==> config.mk <==
export PLATFORM = sky130hd
export DESIGN_NAME = diode_orient_probe
export DESIGN_NICKNAME = d
export VERILOG_FILES = /design/src/rtl/orient_pkg.sv /design/src/rtl/orient_settle_timer.sv /design/src/rtl/orient_pin_drive.sv /design/src/rtl/orient_result_bank.sv /design/src/rtl/diode_orient_probe.sv
export SDC_FILE = /design/constraint.sdc
export NUM_CORES = 1
export LEC_CHECK = 0
export ABC_AREA = 1
export BUFFER_PORTS_ARGS = -buffer_cell sky130_fd_sc_hd__buf_2
export CAP_MARGIN = 20
export CORE_MARGIN = 10
export CORE_UTILIZATION = 35
export DETAILED_ROUTE_END_ITERATION = 8
export GPL_ROUTABILITY_DRIVEN = 1
export GPL_TIMING_DRIVEN = 1
export PLACE_DENSITY = 0.63
export SLEW_MARGIN = 30
export SYNTH_ARGS = -nofsm -noshare
export SYNTH_HDL_FRONTEND = slang
export SYNTH_SLANG_ARGS = --single-unit
==> constraint.sdc <==
create_clock -name clk -period 2.29 [get_ports clk]
set_clock_uncertainty 0.05 [all_clocks]
set_input_delay 0.687 -clock clk [delete_from_list [all_inputs] [get_ports clk]]
set_output_delay 0.687 -clock clk [all_outputs]
set_load 0.005 [all_outputs]
==> src/rtl/orient_pkg.sv <==
package orient_pkg;
  typedef enum logic [1:0] {
    PH_START   = 2'd0,
    PH_PROBE_A = 2'd1,
    PH_PROBE_B = 2'd2,
    PH_DONE    = 2'd3
  } probe_phase_t;
endpackage

==> src/rtl/orient_settle_timer.sv <==
module orient_settle_timer #(
  parameter int HOLD_CYC = 2
) (
  input  logic clk,
  input  logic clear_i,
  output logic expired_o
);
  localparam int CW = (HOLD_CYC > 2) ? $clog2(HOLD_CYC) : 1;
  localparam logic [CW-1:0] LAST = CW'(HOLD_CYC - 1);

  logic [CW-1:0] cnt_q;

  always_ff @(posedge clk) begin
    if (clear_i)
      cnt_q <= '0;
    else if (cnt_q != LAST)
      cnt_q <= cnt_q + CW'(1);
  end

  assign expired_o = (cnt_q == LAST);
endmodule

==> src/rtl/orient_pin_drive.sv <==
module orient_pin_drive
  import orient_pkg::*;
#(
  parameter int NUM_PAIRS = 2,
  parameter int PW = 1
) (
  input  logic                     clk,
  input  logic                     clr_i,
  input  probe_phase_t             phase_n_i,
  input  logic [PW-1:0]            pair_n_i,
  output logic [2*NUM_PAIRS-1:0]   force_o,
  output logic [2*NUM_PAIRS-1:0]   bias_o
);
  for (genvar k = 0; k < NUM_PAIRS; k++) begin : g_pair
    logic sel_here;
    assign sel_here = (pair_n_i == PW'(k));

    always_ff @(posedge clk) begin
      if (clr_i) begin
        force_o[2*k]   <= 1'b0;
        force_o[2*k+1] <= 1'b0;
        bias_o[2*k]    <= 1'b0;
        bias_o[2*k+1]  <= 1'b0;
      end else begin
        // first pin forced, partner biased during step one
        force_o[2*k]   <= sel_here && (phase_n_i == PH_PROBE_A);
        bias_o[2*k+1]  <= sel_here && (phase_n_i == PH_PROBE_A);
        // roles swap during step two
        force_o[2*k+1] <= sel_here && (phase_n_i == PH_PROBE_B);
        bias_o[2*k]    <= sel_here && (phase_n_i == PH_PROBE_B);
      end
    end
  end

  AST_ONE_PIN_FORCED: assert property (@(posedge clk) disable iff (clr_i)
    $onehot0(force_o));
  AST_FORCE_BIAS_APART: assert property (@(posedge clk) disable iff (clr_i)
    (force_o & bias_o) == '0);
  AST_ONE_PIN_BIASED: assert property (@(posedge clk) disable iff (clr_i)
    $countones(bias_o) == $countones(force_o));
endmodule

==> src/rtl/orient_result_bank.sv <==
module orient_result_bank #(
  parameter int NUM_PAIRS = 2
) (
  input  logic                 clk,
  input  logic                 clr_i,
  input  logic [NUM_PAIRS-1:0] load_i,
  input  logic                 value_i,
  output logic [NUM_PAIRS-1:0] dxp_o,
  output logic [NUM_PAIRS-1:0] suffix_o
);
  for (genvar k = 0; k < NUM_PAIRS; k++) begin : g_slot
    always_ff @(posedge clk) begin
      if (clr_i)
        dxp_o[k] <= 1'b0;
      else if (load_i[k])
        dxp_o[k] <= value_i;
    end
    // earliest pair lands in the most significant suffix bit
    assign suffix_o[NUM_PAIRS-1-k] = dxp_o[k];
  end

  AST_SINGLE_LOAD: assert property (@(posedge clk) disable iff (clr_i)
    $onehot0(load_i));
endmodule

==> src/rtl/diode_orient_probe.sv <==
module diode_orient_probe
  import orient_pkg::*;
#(
  parameter int NUM_PAIRS  = 2,
  parameter int SETTLE_CYC = 1000,
  parameter int ADDR_W     = 7,
  parameter logic [ADDR_W-NUM_PAIRS-1:0] ADDR_PREFIX = 'b10011
) (
  input  logic                   clk,
  input  logic                   rst,
  input  logic                   restart,
  input  logic [2*NUM_PAIRS-1:0] near_supply,
  output logic [2*NUM_PAIRS-1:0] force_cur,
  output logic [2*NUM_PAIRS-1:0] bias_sel,
  output logic [NUM_PAIRS-1:0]   dxp_sel,
  output logic [NUM_PAIRS-1:0]   addr_suffix,
  output logic [ADDR_W-1:0]      dev_addr,
  output logic                   done
);
  localparam int HOLD = (SETTLE_CYC < 2) ? 2 : SETTLE_CYC;
  localparam int PW   = (NUM_PAIRS > 1) ? $clog2(NUM_PAIRS) : 1;
  localparam logic [PW-1:0] LAST_PAIR = PW'(NUM_PAIRS - 1);

  logic                 clr;
  probe_phase_t         phase_q, phase_n;
  logic [PW-1:0]        pair_q, pair_n;
  logic                 step_load;
  logic                 expired;
  logic [NUM_PAIRS-1:0] load_vec;
  logic                 load_val;
  logic                 sampling;
  logic [1:0]           near_pair [NUM_PAIRS];

  assign clr = rst | restart;

  for (genvar k = 0; k < NUM_PAIRS; k++) begin : g_near
    assign near_pair[k] = near_supply[2*k+1:2*k];
  end

  orient_settle_timer #(.HOLD_CYC(HOLD)) u_timer (
    .clk       (clk),
    .clear_i   (clr | step_load),
    .expired_o (expired)
  );

  always_comb begin
    phase_n   = phase_q;
    pair_n    = pair_q;
    step_load = 1'b0;
    load_vec  = '0;
    load_val  = 1'b0;
    unique case (phase_q)
      PH_START: begin
        phase_n   = PH_PROBE_A;
        pair_n    = '0;
        step_load = 1'b1;
      end
      PH_PROBE_A: begin
        if (expired) begin
          if (!near_pair[pair_q][0]) begin
            load_vec[pair_q] = 1'b1;
            load_val         = 1'b0;
            if (pair_q == LAST_PAIR) begin
              phase_n = PH_DONE;
            end else begin
              pair_n    = pair_q + PW'(1);
              phase_n   = PH_PROBE_A;
              step_load = 1'b1;
            end
          end else begin
            phase_n   = PH_PROBE_B;
            step_load = 1'b1;
          end
        end
      end
      PH_PROBE_B: begin
        if (expired) begin
          load_vec[pair_q] = 1'b1;
          // second pin still low means it is the anode; open pair falls back
          load_val         = !near_pair[pair_q][1];
          if (pair_q == LAST_PAIR) begin
            phase_n = PH_DONE;
          end else begin
            pair_n    = pair_q + PW'(1);
            phase_n   = PH_PROBE_A;
            step_load = 1'b1;
          end
        end
      end
      PH_DONE: begin
        phase_n = PH_DONE;
      end
      default: phase_n = PH_START;
    endcase
  end

  always_ff @(posedge clk) begin
    if (clr) begin
      phase_q <= PH_START;
      pair_q  <= '0;
      done    <= 1'b0;
    end else begin
      phase_q <= phase_n;
      pair_q  <= pair_n;
      done    <= (phase_n == PH_DONE);
    end
  end

  orient_pin_drive #(.NUM_PAIRS(NUM_PAIRS), .PW(PW)) u_drive (
    .clk       (clk),
    .clr_i     (clr),
    .phase_n_i (phase_n),
    .pair_n_i  (pair_n),
    .force_o   (force_cur),
    .bias_o    (bias_sel)
  );

  orient_result_bank #(.NUM_PAIRS(NUM_PAIRS)) u_bank (
    .clk      (clk),
    .clr_i    (clr),
    .load_i   (load_vec),
    .value_i  (load_val),
    .dxp_o    (dxp_sel),
    .suffix_o (addr_suffix)
  );

  assign dev_addr = {ADDR_PREFIX, addr_suffix};

  assign sampling = expired && ((phase_q == PH_PROBE_A) || (phase_q == PH_PROBE_B));

  AST_RESTART_QUIET: assert property (@(posedge clk) disable iff (rst)
    restart |=> (!done && force_cur == '0 && bias_sel == '0 && addr_suffix == '0));
  AST_SAMPLE_AFTER_HOLD: assert property (@(posedge clk) disable iff (clr)
    sampling |-> (force_cur != '0 && $stable(force_cur)));
  AST_DONE_HOLDS: assert property (@(posedge clk) disable iff (clr)
    done |=> (done && $stable(addr_suffix) && $stable(dxp_sel)));
  AST_DONE_PINS_IDLE: assert property (@(posedge clk) disable iff (clr)
    done |-> (force_cur == '0 && bias_sel == '0));
  AST_DONE_AFTER_LAST: assert property (@(posedge clk) disable iff (clr)
    $rose(done) |-> (pair_q == LAST_PAIR));
endmodule

==> flow_metrics.env <==
export IMPL_crit_slowest_cell="dfxtp_1"
export IMPL_arrival_ns=1.78
export IMPL_post_cts_resized=0
export IMPL_dieArea_mm2=0.00609
export IMPL_crit_fanout=10
export IMPL_p_per_area_mw_per_mm2=515
export IMPL_start_kind="flop"
export IMPL_drt_first_iter_violations=33
export IMPL_synthCells=167
export IMPL_finalSetupViolations=0
export IMPL_syn_area_mm2=0.00118
export IMPL_crit_family="simple AND/OR/NAND/NOR gates"
export IMPL_cp_slowest_stage_delay_ns=0.38
export IMPL_p_seq_frac=0.522
export IMPL_worstSetupStartpoint="u_timer.cnt_q[0]"
export IMPL_routed_via_density=4.07
export IMPL_rsz0062_at_grt="no"
export IMPL_core_area_mm2=0.00328
export IMPL_path_buf_inv=0
export IMPL_grt_overflow=0
export IMPL_grt_start_max_net_pins=13
export IMPL_antenna_left=0
export IMPL_grt_pass1_wl_um=3570
export IMPL_dp_cells=224
export IMPL_cts_buffer_depth=2
export IMPL_nFillCells=347
export IMPL_period_share=0.710
export IMPL_ios=27
export IMPL_syn_avg_cell_area_um2=7.06
export IMPL_ys_warn_count=0
export IMPL_p_sw_mw=0.134
export IMPL_slew_viol_final=0
export IMPL_reg2reg_slack_ns=0.66
export IMPL_synthToLayoutAreaGrowth_pct=10.9
export IMPL_synth_ff_latch_count=20
export IMPL_routed_wl_um=2150
export IMPL_vias=928
export IMPL_reg2reg_depth=8
export IMPL_worst_r2r_endpoint="u_timer.cnt_q[6]"
export IMPL_synth_cell_types=22
export IMPL_wire_per_inst_um=9.42
export IMPL_layout_common_cells="nand2_1 (34), nor2_1 (26), inv_1 (25)"
export IMPL_finalCriticalPeriod_ns=1.63
export IMPL_place_ws_ns=0.576
export IMPL_cts_made_buffers=3
export IMPL_drc_errors=0
export IMPL_portBuffers=21
export IMPL_final_setup_tns_ns=0
export IMPL_postCtsHoldBufs=0
export IMPL_track_usage=0.0702
export IMPL_p_sw_frac=0.199
export IMPL_nets=196
export IMPL_p_int_mw=0.540
export IMPL_path_clk_slew_ns=0.12
export IMPL_cts_num_sinks=20
export IMPL_maxCapViolCount=0
export IMPL_ir_worst_vdd_mv=0.154
export IMPL_num_rows=21
export IMPL_crit_cells=8
export IMPL_required_ns=2.44
export IMPL_place_area_mm2=0.00125
export IMPL_cts_setup_buffers=0
export IMPL_p_leak_nw=0.617
export IMPL_cts_tree="done"
export IMPL_outcome="finished, final reports clean"
export IMPL_die_y_um=78.0
export IMPL_worstPathCellList="ha_1 -> nand2_1 -> nor2_2 -> nand3_4 -> nor3_1 -> o21ai_1 -> nand2_2 -> nor2_1"
export IMPL_min_from="u_bank.dxp_o[1]"
export IMPL_synth_seq_area_share=0.340
export IMPL_antenna_found_initial=0
export IMPL_p_clk_frac=0.428
export IMPL_fin_area_mm2=0.00131
export IMPL_first_global_vias=888
export IMPL_hold_path_class="reg -> reg"
export IMPL_initial_core_util=0.359
export IMPL_path_class="reg -> reg"
export IMPL_clock_latency_ns=0.31
export IMPL_die_w_um=78.0
export IMPL_endpoint="u_timer.cnt_q[6]"
export IMPL_final_cells=228
export IMPL_fmax_ghz=0.615
export IMPL_final_common_cell="nand2_1"
export IMPL_ctsRootBufferMaster="clkbuf_4"
export IMPL_combPwrFrac=0.050
export IMPL_place_gp_congestion=0.817
export IMPL_layout_drive_gt1_share=0.225
export IMPL_htreeDepth=1
export IMPL_final_hold_violation_count=0
export IMPL_fin_util=0.398
export IMPL_diodes=0
export IMPL_rr_startpoint="u_timer.cnt_q[0]"
export IMPL_drtPass1Iterations=4
export IMPL_endpoint_kind="flop"
export IMPL_detailed_place_hpwl_um=1760
export IMPL_setup_ws_ns=0.664
area by class of cell:
cell class / count / area [µm²] / area share
Sequential cell: 20 / 400 / 0.306
Timing Repair Buffer: 21 / 105 / 0.0804
Tap cell: 46 / 57.6 / 0.0440
Clock buffer: 3 / 22.5 / 0.0172
Clock inverter: 1 / 30.0 / 0.0230
Multi-Input combinational cell: 109 / 587 / 0.449
Inverter: 28 / 105 / 0.0804
cell usage after synthesis (all sizes together):
master | number | area, µm²
xnor2 | 2 | 17.5
nand2 | 37 | 146
nand3 | 6 | 42.5
buf | 13 | 97.6
nor2 | 31 | 139
xor2 | 5 | 43.8
ha | 6 | 75.1
nor3 | 4 | 30.0
dfxtp | 20 | 400
inv | 28 | 105
nand4 | 1 | 6.26
conb | 2 | 7.51
o21ai | 8 | 47.6
a21oi | 4 | 20.0
cell families after synthesis:
group           synth area share
simple gates               0.309
flops                      0.340
buf+inv                    0.172
xor+xnor                  0.0520
fa+ha+maj                 0.0637
other cells              0.00637
compound gates            0.0573
worst min path at each step:
stage                                 end  slack, ns  cells after the start
after floorplan           u_bank.dxp_o[1]       0.41                      2
after global placement    u_bank.dxp_o[1]       0.40                      2
after detailed placement  u_bank.dxp_o[1]       0.41                      2
after CTS                 u_bank.dxp_o[1]       0.43                      2
after global routing      u_bank.dxp_o[1]       0.46                      2
final                     u_bank.dxp_o[1]       0.42                      2
stage by stage:
stage | hold WS, ns | total power, mW
3_5_place_dp | 0.410 | 0.393
6_report | 0.423 | 0.674
3_3_place_gp | 0.403 | 0.393
4_1_cts | 0.428 | 0.683
2_1_floorplan | 0.415 | 0.388
5_1_grt | 0.461 | 0.701
routing by layer:
layer  track usage  up-vias  part of all wire
li1              -      511                 -
met1        0.0775      382              0.46
met2         0.113       28              0.42
met3        0.0228        7             0.082
met4        0.0484        0             0.033
met5             0        -                 0
sequential cells by signal (all words and copies together) (netlist names):
register and count:
u_drive.bias_o 2, phase_q 2, pair_q 1, done 1, u_drive.force_o 2, u_bank.dxp_o 2, u_timer.cnt_q 10
worst reg2reg max path: cells and delay by family (launching register included):
family,cells,cell delay (ns)
simple gates,6,0.80
flops,1,0.38
fa+ha+maj,1,0.20
compound gates,1,0.10
power groups by stage:
stage / combinational (mW) / clock [mW] / sequential [mW]
after floorplan: 0.0286 / 0 / 0.360
after global placement: 0.0337 / 0 / 0.360
after detailed placement: 0.0333 / 0 / 0.360
after CTS: 0.0336 / 0.297 / 0.352
after global routing: 0.0387 / 0.310 / 0.352
final: 0.0339 / 0.288 / 0.352
No activity file was read; power rests on OpenSTA's default activity.
